`config.mk`:
```
export PLATFORM = sky130hd
export DESIGN_NAME = flash_txn_decoder
export DESIGN_NICKNAME = d
export VERILOG_FILES = /design/src/rtl/flash_dec_pkg.sv /design/src/rtl/flash_op_lookup.sv /design/src/rtl/flash_pos_ctr.sv /design/src/rtl/flash_phase_decode.sv /design/src/rtl/flash_txn_decoder.sv
export SDC_FILE = /design/constraint.sdc
export NUM_CORES = 1
export LEC_CHECK = 0
export BUFFER_PORTS_ARGS = -buffer_cell sky130_fd_sc_hd__buf_2
export CORE_MARGIN = 5
export CORE_UTILIZATION = 45
export CTS_BUF_LIST = sky130_fd_sc_hd__clkbuf_8
export DETAILED_ROUTE_END_ITERATION = 8
export PLACE_DENSITY_LB_ADDON = 0.3
export SYNTH_ARGS = -nofsm -noshare
export SYNTH_HDL_FRONTEND = slang
export SYNTH_HIERARCHICAL = 1
export SYNTH_SLANG_ARGS = --single-unit
```
`constraint.sdc`:
```
create_clock -name clk -period 3.3 [get_ports clk]
set_clock_uncertainty 0.1 [all_clocks]
set_input_delay 0.33 -clock clk [delete_from_list [all_inputs] [get_ports clk]]
set_output_delay 0.33 -clock clk [all_outputs]
set_load 0.02 [all_outputs]
```
`src/rtl/flash_dec_pkg.sv`:
```
`timescale 1ns/1ps
package flash_dec_pkg;

  typedef enum logic [2:0] {
    CMD_NONE, CMD_READ, CMD_FREAD, CMD_PP, CMD_SE, CMD_RDID, CMD_RES, CMD_REMS
  } cmd_e;

  localparam logic [7:0] OPC_READ  = 8'h03;
  localparam logic [7:0] OPC_FREAD = 8'h0B;
  localparam logic [7:0] OPC_PP    = 8'h02;
  localparam logic [7:0] OPC_SE    = 8'h20;
  localparam logic [7:0] OPC_RDID  = 8'h9F;
  localparam logic [7:0] OPC_RES   = 8'hAB;
  localparam logic [7:0] OPC_REMS  = 8'h90;

  localparam int ADDR_BYTES = 3;
  localparam int ADDR_W     = ADDR_BYTES * 8;

  localparam logic [1:0] IDK_MFR  = 2'd0;
  localparam logic [1:0] IDK_TYPE = 2'd1;
  localparam logic [1:0] IDK_DEV  = 2'd2;

  typedef struct packed {
    logic       addr;
    logic       addr_last;
    logic       dummy;
    logic       sel;
    logic       id;
    logic [1:0] id_kind;
    logic       rems_slot;
    logic       rems_id;
    logic       data;
    logic       data_first;
    logic       data_miso;
    logic       last;
  } phase_t;

endpackage

```
`src/rtl/flash_op_lookup.sv`:
```
`timescale 1ns/1ps
module flash_op_lookup
  import flash_dec_pkg::*;
(
  input  logic [7:0] opcode,
  output cmd_e       cmd
);
  always_comb begin
    case (opcode)
      OPC_READ:  cmd = CMD_READ;
      OPC_FREAD: cmd = CMD_FREAD;
      OPC_PP:    cmd = CMD_PP;
      OPC_SE:    cmd = CMD_SE;
      OPC_RDID:  cmd = CMD_RDID;
      OPC_RES:   cmd = CMD_RES;
      OPC_REMS:  cmd = CMD_REMS;
      default:   cmd = CMD_NONE;
    endcase
  end
endmodule

```
`src/rtl/flash_pos_ctr.sv`:
```
`timescale 1ns/1ps
module flash_pos_ctr #(
  parameter int POS_W = 3
) (
  input  logic             clk,
  input  logic             rst_n,
  input  logic             clr,
  input  logic             step,
  input  logic             load_one,
  output logic [POS_W-1:0] pos_nx
);
  localparam logic [POS_W-1:0] POS_MAX = '1;
  localparam logic [POS_W-1:0] POS_ONE = POS_W'(1);

  logic [POS_W-1:0] pos_q;
  logic [POS_W-1:0] pos_d;

  // position of the byte currently offered; saturates for open-ended phases
  always_comb begin
    if (load_one)            pos_nx = POS_ONE;
    else if (pos_q == POS_MAX) pos_nx = pos_q;
    else                     pos_nx = pos_q + 1'b1;
  end

  always_comb begin
    pos_d = pos_q;
    if (clr)       pos_d = '0;
    else if (step) pos_d = pos_nx;
  end

  always_ff @(posedge clk or negedge rst_n) begin
    if (!rst_n) pos_q <= '0;
    else        pos_q <= pos_d;
  end
endmodule

```
`src/rtl/flash_phase_decode.sv`:
```
`timescale 1ns/1ps
module flash_phase_decode
  import flash_dec_pkg::*;
#(
  parameter int POS_W = 3
) (
  input  cmd_e             cmd,
  input  logic [POS_W-1:0] pos,
  output phase_t           ph
);
  localparam logic [POS_W-1:0] P_ADDR_LO = POS_W'(2);
  localparam logic [POS_W-1:0] P_ADDR_HI = POS_W'(1 + ADDR_BYTES);
  localparam logic [POS_W-1:0] P_AFTER   = POS_W'(2 + ADDR_BYTES);
  localparam logic [POS_W-1:0] P_FDATA   = POS_W'(3 + ADDR_BYTES);
  localparam logic [POS_W-1:0] P_RDID_HI = POS_W'(4);
  localparam logic [POS_W-1:0] P_RES_ID  = POS_W'(5);
  localparam logic [POS_W-1:0] P_REMS_SL = POS_W'(4);
  localparam logic [POS_W-1:0] P_REMS_ID = POS_W'(5);
  localparam logic [POS_W-1:0] P_REMS_HI = POS_W'(6);

  logic in_addr;
  assign in_addr = (pos >= P_ADDR_LO) && (pos <= P_ADDR_HI);

  always_comb begin
    ph = '0;
    case (cmd)
      CMD_READ, CMD_PP: begin
        ph.addr       = in_addr;
        ph.addr_last  = (pos == P_ADDR_HI);
        ph.data       = (pos >= P_AFTER);
        ph.data_first = (pos == P_AFTER);
        ph.data_miso  = (cmd == CMD_READ);
      end
      CMD_FREAD: begin
        ph.addr       = in_addr;
        ph.addr_last  = (pos == P_ADDR_HI);
        ph.dummy      = (pos == P_AFTER);
        ph.data       = (pos >= P_FDATA);
        ph.data_first = (pos == P_FDATA);
        ph.data_miso  = 1'b1;
      end
      CMD_SE: begin
        ph.addr      = in_addr;
        ph.addr_last = (pos == P_ADDR_HI);
        ph.last      = (pos == P_ADDR_HI);
      end
      CMD_RDID: begin
        ph.id      = (pos >= P_ADDR_LO) && (pos <= P_RDID_HI);
        ph.id_kind = 2'(pos - P_ADDR_LO);
        ph.last    = (pos == P_RDID_HI);
      end
      CMD_RES: begin
        ph.dummy   = (pos >= P_ADDR_LO) && (pos < P_RES_ID);
        ph.id      = (pos == P_RES_ID);
        ph.id_kind = IDK_DEV;
        ph.last    = (pos == P_RES_ID);
      end
      CMD_REMS: begin
        ph.dummy     = (pos >= P_ADDR_LO) && (pos < P_REMS_SL);
        ph.sel       = (pos == P_REMS_SL);
        ph.id        = (pos == P_REMS_ID) || (pos == P_REMS_HI);
        ph.rems_id   = ph.id;
        ph.rems_slot = (pos == P_REMS_HI);
        ph.last      = (pos == P_REMS_HI);
      end
      default: ph = '0;
    endcase
  end
endmodule

```
`src/rtl/flash_txn_decoder.sv`:
```
`timescale 1ns/1ps
module flash_txn_decoder
  import flash_dec_pkg::*;
#(
  parameter int CNT_W = 16,
  parameter int POS_W = 3
) (
  input  logic              clk,
  input  logic              rst_n,
  input  logic              byte_vld,
  input  logic [7:0]        mosi_byte,
  input  logic [7:0]        miso_byte,
  input  logic              cs_edge,
  output logic              op_vld,
  output logic [7:0]        op_code,
  output logic              addr_vld,
  output logic [ADDR_W-1:0] addr,
  output logic              dummy_vld,
  output logic              id_vld,
  output logic [1:0]        id_kind,
  output logic [7:0]        id_byte,
  output logic              data_vld,
  output logic              data_first,
  output logic [7:0]        data_byte,
  output logic              unk_vld,
  output logic              sum_vld,
  output logic [7:0]        sum_op,
  output logic [CNT_W-1:0]  sum_count
);
  localparam logic [CNT_W-1:0] CNT_MAX = '1;

  cmd_e             cmd_q, cmd_d, lk_cmd, cur_cmd;
  logic [POS_W-1:0] pos_nx;
  phase_t           ph;
  logic             take, idle;
  logic             devfirst_q, devfirst_d;
  logic [ADDR_W-1:0] addr_q, addr_d;
  logic [7:0]       lastop_q, lastop_d;
  logic [CNT_W-1:0] cnt_q, cnt_d;
  logic [1:0]       kind_d;

  assign take    = byte_vld && !cs_edge;   // cs edge wins over a same-cycle byte
  assign idle    = (cmd_q == CMD_NONE);
  assign cur_cmd = idle ? lk_cmd : cmd_q;

  flash_op_lookup u_lookup (
    .opcode (mosi_byte),
    .cmd    (lk_cmd)
  );

  flash_pos_ctr #(.POS_W(POS_W)) u_pos (
    .clk      (clk),
    .rst_n    (rst_n),
    .clr      (cs_edge),
    .step     (take),
    .load_one (idle),
    .pos_nx   (pos_nx)
  );

  flash_phase_decode #(.POS_W(POS_W)) u_phase (
    .cmd (cur_cmd),
    .pos (pos_nx),
    .ph  (ph)
  );

  // next-state logic
  always_comb begin
    cmd_d      = cmd_q;
    devfirst_d = devfirst_q;
    addr_d     = addr_q;
    lastop_d   = lastop_q;
    cnt_d      = cnt_q;
    if (cs_edge) begin
      cmd_d = CMD_NONE;
      cnt_d = '0;
    end else if (take) begin
      cmd_d = ph.last ? CMD_NONE : cur_cmd;
      if (cnt_q != CNT_MAX) cnt_d = cnt_q + 1'b1;
      if (idle)     lastop_d = mosi_byte;
      if (ph.sel)   devfirst_d = (mosi_byte != 8'h00);
      if (ph.addr)  addr_d = {addr_q[ADDR_W-9:0], mosi_byte};
    end
  end

  always_comb begin
    kind_d = ph.id_kind;
    if (ph.rems_id) kind_d = (ph.rems_slot ^ devfirst_q) ? IDK_DEV : IDK_MFR;
  end

  // state registers
  always_ff @(posedge clk or negedge rst_n) begin
    if (!rst_n) begin
      cmd_q      <= CMD_NONE;
      devfirst_q <= 1'b0;
      addr_q     <= '0;
      lastop_q   <= '0;
      cnt_q      <= '0;
    end else begin
      cmd_q      <= cmd_d;
      devfirst_q <= devfirst_d;
      addr_q     <= addr_d;
      lastop_q   <= lastop_d;
      cnt_q      <= cnt_d;
    end
  end

  // output strobes
  always_ff @(posedge clk or negedge rst_n) begin
    if (!rst_n) begin
      op_vld    <= 1'b0;
      unk_vld   <= 1'b0;
      addr_vld  <= 1'b0;
      dummy_vld <= 1'b0;
      id_vld    <= 1'b0;
      data_vld  <= 1'b0;
      data_first <= 1'b0;
      sum_vld   <= 1'b0;
    end else begin
      op_vld    <= take && idle && (lk_cmd != CMD_NONE);
      unk_vld   <= take && idle && (lk_cmd == CMD_NONE);
      addr_vld  <= take && ph.addr_last;
      dummy_vld <= take && ph.dummy;
      id_vld    <= take && ph.id;
      data_vld  <= take && ph.data;
      data_first <= take && ph.data_first;
      sum_vld   <= cs_edge && (cnt_q != '0);
    end
  end

  // output payloads, loaded under explicit enables
  always_ff @(posedge clk or negedge rst_n) begin
    if (!rst_n) begin
      op_code   <= '0;
      id_kind   <= '0;
      id_byte   <= '0;
      data_byte <= '0;
      sum_op    <= '0;
      sum_count <= '0;
    end else begin
      if (take && idle) op_code <= mosi_byte;
      if (take && ph.id) begin
        id_kind <= kind_d;
        id_byte <= miso_byte;
      end
      if (take && ph.data) data_byte <= ph.data_miso ? miso_byte : mosi_byte;
      if (cs_edge) begin
        sum_op    <= lastop_q;
        sum_count <= cnt_q;
      end
    end
  end

  assign addr = addr_q;
endmodule

```
==> results of run 1 <==
==> cells in the mapped netlist, types with 4 or more instances <==
cell type,count
mux2_2,56
or3_1,6
nor3_1,4
nand3_1,8
clkbuf_1,9
nand2_1,68
o21ai_0,17
buf_6,4
nor4_1,7
mux2i_1,9
a21oi_1,16
o211a_1,4
or4_1,5
and2_1,4
and4_1,4
dfrtp_1,113
buf_1,4
nand4_1,6
nor2_1,20
inv_1,10
nand2b_1,6
o31ai_1,4
==> cell usage in the layout (no fill, tap or decap), drive strengths merged, types with 4 or more instances in the layout <==
cell type  count
dfrtp        113
buf          108
nand2         69
mux2          56
nor2          20
clkbuf        19
o21ai         18
a21oi         16
inv           11
mux2i          9
nand3          8
nor4           8
nand4          7
nand2b         7
or3            6
or4            5
clkinvlp       5
and4           5
nor3           4
and2           4
o31ai          4
o211a          4
clkinv         4
xor2           4
==> final cells by class <==
cell class,count,share of cell area
timing repair buffer,109,0.0940
clock inverter,13,0.0262
inverter,10,0.00605
multi-input combinational,304,0.347
clock buffer,19,0.0421
tap,143,0.0288
sequential,113,0.456
==> per-layer routing <==
layer / vias to the layer above / global-route usage
met5: - / 0
li1: 1832 / -
met4: 0 / 0.0489
met2: 89 / 0.287
met1: 1891 / 0.233
met3: 5 / 0.0715
==> sequential cells by signal (all words and copies together) (netlist names), 2 cells and up <==
| register | cells |
|---|---|
| id_byte | 8 |
| op_code | 8 |
| id_kind | 2 |
| cnt_q | 16 |
| sum_op | 8 |
| data_byte | 8 |
| sum_count | 16 |
| u_pos/pos_q | 3 |
| addr | 24 |
| cmd_q | 3 |
| lastop_q | 8 |
==> logic make-up after synthesis <==
kind of cell,synth area share
multiplexers,0.141
AO/OA/AOI/OAI,0.0886
XOR/XNOR,0.0134
buffers and inverters,0.0285
flip-flops,0.551
AND/OR/NAND/NOR,0.170
adder cells (fa/ha/maj),0.00732
==> stage by stage <==
stage / cell area, µm² / worst slack [ps] / hold slack, ps / cells
finish: 6200 / 602 / 60.4 / 711
global route: 6200 / 462 / 25.9 / 711
CTS: 6200 / 587 / 24.3 / 711
detailed placement: 5770 / 237 / 357 / 678
global placement: 5770 / 301 / 356 / 678
floorplan: 5130 / 595 / -65.6 / 447
==> worst max-delay path, delay by kind of cell, from the launching register on <==
kind,cells,cell delay (ps)
flip-flops,1,420
XOR/XNOR,1,180
AO/OA/AOI/OAI,2,640
AND/OR/NAND/NOR,4,560
adder cells (fa/ha/maj),1,270
multiplexers,1,390
==> worst paths after layout <==
path	start	end	slack, ps	cells past startpoint
hold / removal	miso_byte[5]	id_byte[5]$_DFFE_PN0P_	60	2
max in group asynchronous	rst_n	sum_count[13]$_DFFE_PN0P_	1860	3
hold reg to reg	lastop_q[0]$_DFFE_PN0P_	lastop_q[0]$_DFFE_PN0P_	370	2
setup / recovery	u_pos/pos_q[0]$_DFFE_PN0P_	id_byte[1]$_DFFE_PN0P_	600	9
min in group asynchronous	rst_n	addr[12]$_DFFE_PN0P_	490	2
setup reg to reg	u_pos/pos_q[0]$_DFFE_PN0P_	id_byte[1]$_DFFE_PN0P_	600	9
==> power breakdown <==
| group | total [mW] | switching [mW] | internal (mW) |
|---|---|---|---|
| Sequential | 1.46 | 0.0287 | 1.44 |
| Clock | 1.35 | 0.563 | 0.785 |
| Combinational | 0.248 | 0.164 | 0.0842 |
| Total | 3.06 | 0.756 | 2.30 |
==> summary.md, run 1 <==
| Metric | Value |
|---|---|
| Worst path arrival time | a little under 3000 ps |
| Clk buf depth | 2 |
| Initial antenna violation count | 0 |
| Num ports | just over 100 |
| Final Setup Violations | 0 |
| CTS HTree Levels | 4 |
| Syn nets | between 400 and 500 |
| Design Power | 3.06 mW |
| Via/cell ratio | 5.37 |
| Status | finished clean |
| Critical Path RT | 3500 ps |
| Max-Cap Viols | 0 |
| Core area | 11300 µm² |
| CTS root buffer | clkbuf_8 |
| Worst IR Drop VDD | between 300 and 400 µV |
| Total Routing Usage GR | 0.181 |
| Worst-path cell chain | ha_1, nand2_2, nand2_1, a21oi_1, xor2_2, nor4b_2, o31a_1, nand2_1, mux2_2 |
| Cts-stage hold buffer count | 1 |
| Final RePlAce weighted congestion | 0.843 |
| Initial Util | 0.455 |
| Metal1 wirelength | around 5000 µm |
| Clock slew at reported path FFs | about 70 ps |
| Drt pass-1 iters | 4 |
| First-pass GRT wire length | 19300 µm |
| Top cell type's share of synthesized area | 0.551 |
| # rows | 39 |
| Vias in the first global route | about 3900 |
| Iteration-0 DRC Markers | 305 |
| Fin crit period | around 2700 ps |
| PD cells | 493 nW/µm² |
| Unique cell type count in the Yosys netlist | 63 |
| GR Overflow Total | 0 |
| Top layer in use | met4 |
| Tcrit/Tclk final | 0.818 |
| Hpwl dp | around 8100 µm |
| CP peak stage delay | 420 ps |
| Seq/Total Area, Yosys | 0.551 |
| TritonCTS buffer count | 17 |
| P_leak | 3.22 nW |
| Die Area | approximately 14000 µm² |
| Die Y | around 120 µm |
| Largest area contributor in the netlist | dfrtp_1 |
| Synth Cell Area | about 5000 µm² |
| Post-synthesis cell count | 447 |
| Number of register bits inferred by synthesis | about 110 |
| Setup TNS | 0 ps |
| Layout cells sized above 1 | 0.363 |
| Routed wl met2 | 5760 µm |
| Final hold violations | 0 |
| TritonCTS clock tree | done |
| Fillers | 962 |
| Drt total wl | 11500 µm |
| RSZ-0062 raised after global routing | no |
| Slowest CP cell | dfrtp_1 |
| Port bufs | 101 |
| CTS Sinks | 113 |
| DR WL met3 | 693 µm |
| # nets final | approximately 580 |
| Post-DRT Antenna Nets | 0 |
| Ys async rst share | 1.00 |
| Max Clk Rate | roughly 370 MHz |
| CP dominant cell by count | nand2_1 |
| DRC Markers | 0 |
| CP endpoint kind | flip-flop |
| Number of inserted diodes | 0 |
| Hold WC Path Type | input pin to flip-flop |
| Resize count post-CTS | 0 |
| Layout area overhead | 21.0% |
| Register Area | 2830 µm² |
| DR vias | between 3000 and 4000 |
| CP Launch Type | flip-flop |
| Pin count of the biggest net entering global routing | 73 |
| Wire length per cell | about 16 µm |
| Worst slew pin tran | approximately 900 ps |
| Setup Fix Bufs, Post-CTS | 0 |
| Max_slew headroom | 0.401 |
| Clk_lat worst skew | 410 ps |
| Post-synth EDFFs | 0 |
| Multi-input gate area | 2150 µm² |
| Synth warn | 6 |
| Synth area leaders | dfrtp_1 (55%), mux2_2 (12%), nand2_1 (5.0%) |
| Fin util | 0.550 |
| Crit-path max FO | 13 |
| Die X | around 120 µm |
| Max-slew violations | 0 |
| Worst Setup Path Type | flip-flop to flip-flop |
| Synth Area per Inst | around 11 µm² |
| Ys flop type | dfrtp_1 |
Power figures use the tool's default switching activity.
==> run 2, diff against run 1 <==
- ABC_AREA: default -> 1
- clock period: 3.3 -> 2.65 ns (I/O delays scaled with it)
==> run 2 against run 1 <==
  * Sequential power is 25% higher
  * Routed wire length is 7.4% higher
  * Critical path depth is 5 higher
  * Worst hold slack worse by 22 ps
  * Final cell count is 26% higher
  * Largest cell class unchanged
  * Core utilization is 1.2 points higher
==> summary.md, run 2 <==
| Metric | Value |
|---|---|
| Unique cell type count in the Yosys netlist | 36 (-43%) |
| Number of register bits inferred by synthesis | 113 (unchanged) |
| Layout area overhead | 22.5% |
| Worst Reg-to-Reg Cells | 11 (+2) |
| CTS HTree Levels | 4 (unchanged) |
| Post-DRT Antenna Nets | 0 (unchanged) |
| Final RePlAce weighted congestion | 0.861 (+2.0%) |
| CP Capture Point | data_byte[7]$_DFFE_PN0P_ |
| Die Y | 118 µm (+1.0%) |
| Synth area leaders | dfrtp_1 (54%), nand2_1 (15%), o21ai_0 (5.6%) |
| Drt total wl | 12300 µm (+7.4%) |
| Routed wl met2 | 5910 µm (+2.6%) |
| Max-Cap Viols | 0 (unchanged) |
| Slowest CP cell | dlygate4sd3_1 |
| Final Setup Violations | 0 (unchanged) |
| Worst Setup Path Type | input pin to flip-flop |
| Seq/Total Area, Yosys | 0.540 (-0.0119) |
| Port bufs | 101 (unchanged) |
| Tcrit/Tclk final | 0.954 |
| Wire length per cell | 13.7 µm (-15%) |
| Synth warn | 6 (unchanged) |
| Largest delay share family, worst path | buffers and inverters |
| DRC Markers | 0 (unchanged) |
| Reg-to-reg critical path startpoint | u_pos/pos_q[0]$_DFFE_PN0P_ |
| Final hold violations | 0 (unchanged) |
| First-pass GRT wire length | 20700 µm (+7.5%) |
| Critical Path RT | 2870 ps (-630 ps) |
| Dpl cells | 852 (+26%) |
| Initial antenna violation count | 0 (unchanged) |
| Fin crit period | roughly 2500 ps |
| # rows | 39 (unchanged) |
| Die X | 118 µm (+1.0%) |
| GR Overflow Total | 0 (unchanged) |
| TritonCTS buffer count | 17 (unchanged) |
| TritonCTS clock tree | done |
| Crit-path max FO | 6 (-7) |
| Status | finished clean |
| Vias in the first global route | 4398 (+14%) |
| WP depth | 14 (+5) |
| Post-synthesis cell count | 617 (+38%) |
| Most common cell after layout, fill and taps aside | nand2_1 |
| Via/cell ratio | 5.02 (-6.6%) |
| Clk buf depth | 2 (unchanged) |
| Core area | 11400 µm² (+1.3%) |
| Fin Hold WS | 37.9 ps (-22.5 ps) |
| Worst-path cell chain | dlygate4sd3_1, buf_2, nand2_1, nor2_1, nand2_1, nand3_1, a21oi_2, inv_1, inv_2, nand3_1, o21ai_1, inv_1, nor2_2, mux2_2 |
| RSZ-0062 raised after global routing | yes |
| Worst path arrival time | 2740 ps (-160 ps) |
| CP Launch Type | input pin |
| Clk_lat worst skew | 430 ps (+20 ps) |
| Post-Layout Cell Count | 898 (+26%) |
| Layout cells sized above 1 | 0.252 (-0.111) |
| Largest register FFs | 24 (unchanged) |
| Design Power | 3.62 mW (+18%) |
| PD cells | 564 nW/µm² (+14%) |
| Top cell type's share of synthesized area | 0.540 (-0.0119) |
| Largest area contributor in the netlist | dfrtp_1 |
| Pin count of the biggest net entering global routing | 68 (-6.8%) |
| Commonest non-fill, non-tap cells in the layout | nand2_1 (209), dfrtp_1 (113), buf_2 (100), inv_1 (72), o21ai_0 (58) |
| Hpwl dp | 8870 µm (+9.5%) |
| CTS Sinks | 113 (unchanged) |
| Worst slew pin tran | 544 ps (-354 ps) |
| P_leak | 3.54 nW (+10%) |
| Hold WC Path Type | input pin to flip-flop |
| # nets final | 765 (+32%) |
| Reg2reg setup slack | 170 ps (-430 ps) |
| CP peak stage delay | 570 ps (+150 ps) |
| Total Routing Usage GR | 0.180 (-0.000737) |
| CTS root buffer | clkbuf_8 |
| Max Clk Rate | 396 MHz |
| Fin util | 0.562 (+0.0116) |
| Max_slew headroom | 0.636 (+0.235) |
| Top layer in use | met4 |
| Iteration-0 DRC Markers | 315 (+3.3%) |
| CP endpoint kind | flip-flop |
| Post-synth EDFFs | 0 (unchanged) |
| Max-slew violations | 0 (unchanged) |
| Post-synth top cells | nand2_1 (211), dfrtp_1 (113), inv_1 (71) |
| Crit path from | mosi_byte[7] |
| Syn nets | 640 (+36%) |
| Clock slew at reported path FFs | 70 ps (about the same) |
| DR vias | 4504 (+18%) |
| Metal1 wirelength | 5530 µm (+12%) |
| Die Area | 13900 µm² (+2.0%) |
| WP buf/inv | 5 (+5) |
| Most frequent cell after synthesis | nand2_1 |
| Worst flop-to-flop path endpoint | addr[21]$_DFFE_PN0P_ |
| Drt pass-1 iters | 5 (+1) |
| Initial Util | 0.459 (+0.00403) |
| Setup Fix Bufs, Post-CTS | 0 (unchanged) |
| Ys flop type | dfrtp_1 |
| Synth Area per Inst | 8.49 µm² (-26%) |
| DR WL met3 | 731 µm (+5.5%) |
| Worst IR Drop VDD | 300 µV (-6.9%) |
| Num ports | 102 (unchanged) |
| Number of inserted diodes | 0 (unchanged) |
| Synth Cell Area | 5240 µm² (+2.2%) |
| Ys async rst share | 1.00 (unchanged) |
## run 2: through the flow
stage          TNS, ps  worst slack [ps]  area, µm²
2_1_floorplan        0               392       5240
3_3_place_gp         0               167       5900
3_5_place_dp         0              65.5       5900
4_1_cts              0              57.1       6400
5_1_grt          -20.6             -7.40       6420
6_report             0               123       6420
## run 2: report_power, final
part	internal (mW)	total, mW	switching [mW]	leakage (nW)
sequential	1.79	1.82	0.0353	1.53
combinational	0.101	0.324	0.223	1.84
clock	0.755	1.47	0.714	0.174
total	2.64	3.62	0.972	3.54
## run 2: how the worst min path moves through the flow
stage	startpoint	end	slack, ps	depth (start not counted)
3_3_place_gp	rst_n	sum_op[3]$_DFFE_PN0P_	-10	1
3_5_place_dp	rst_n	lastop_q[3]$_DFFE_PN0P_	-10	1
6_report	mosi_byte[3]	op_code[3]$_DFFE_PN0P_	40	3
4_1_cts	mosi_byte[3]	op_code[3]$_DFFE_PN0P_	20	3
2_1_floorplan	rst_n	addr[0]$_DFFE_PN0P_	-130	0
5_1_grt	mosi_byte[0]	op_code[0]$_DFFE_PN0P_	40	3
## run 2: layout make-up
| type | count | area [µm²] |
|---|---|---|
| fill | 1044 | 5000 |
| sequential | 113 | 2830 |
| tap | 143 | 179 |
| multi-input combinational | 412 | 2060 |
| timing repair buffer | 119 | 688 |
| clock inverter | 14 | 116 |
| clock buffer | 18 | 248 |
| inverter | 79 | 297 |
## run 2: cells by family (layout without fill, tap and decap cells)
group | count (synthesis) | after routing | share of synthesized area
AND/OR/NAND/NOR | 304 | 305 | 0.247
flip-flops | 113 | 113 | 0.540
buffers and inverters | 93 | 230 | 0.0707
AO/OA/AOI/OAI | 77 | 77 | 0.0798
multiplexers | 22 | 22 | 0.0473
XOR/XNOR | 5 | 5 | 0.00836
adder cells (fa/ha/maj) | 3 | 3 | 0.00716
## run 2: layer usage
layer / vias to the layer above / track usage
li1: 2206 / -
met2: 147 / 0.295
met5: - / 0
met4: 0 / 0.0552
met1: 2138 / 0.225
met3: 13 / 0.0630
## run 2: worst reg2reg max path, delay by kind of cell, from the launching register on
kind,cells,cell delay (ps)
adder cells (fa/ha/maj),1,250
buffers and inverters,2,170
flip-flops,1,410
multiplexers,1,380
AND/OR/NAND/NOR,6,780
AO/OA/AOI/OAI,1,290
## run 2: what timing repair did
| item | 4_1_cts | 5_1_grt |
|---|---|---|
| endpoints found under the setup margin | 0 | 30 |
| hold buffers | 13 | 0 |
| hold endpoints to repair | 126 | 0 |
| resized for setup | 0 | 5 |
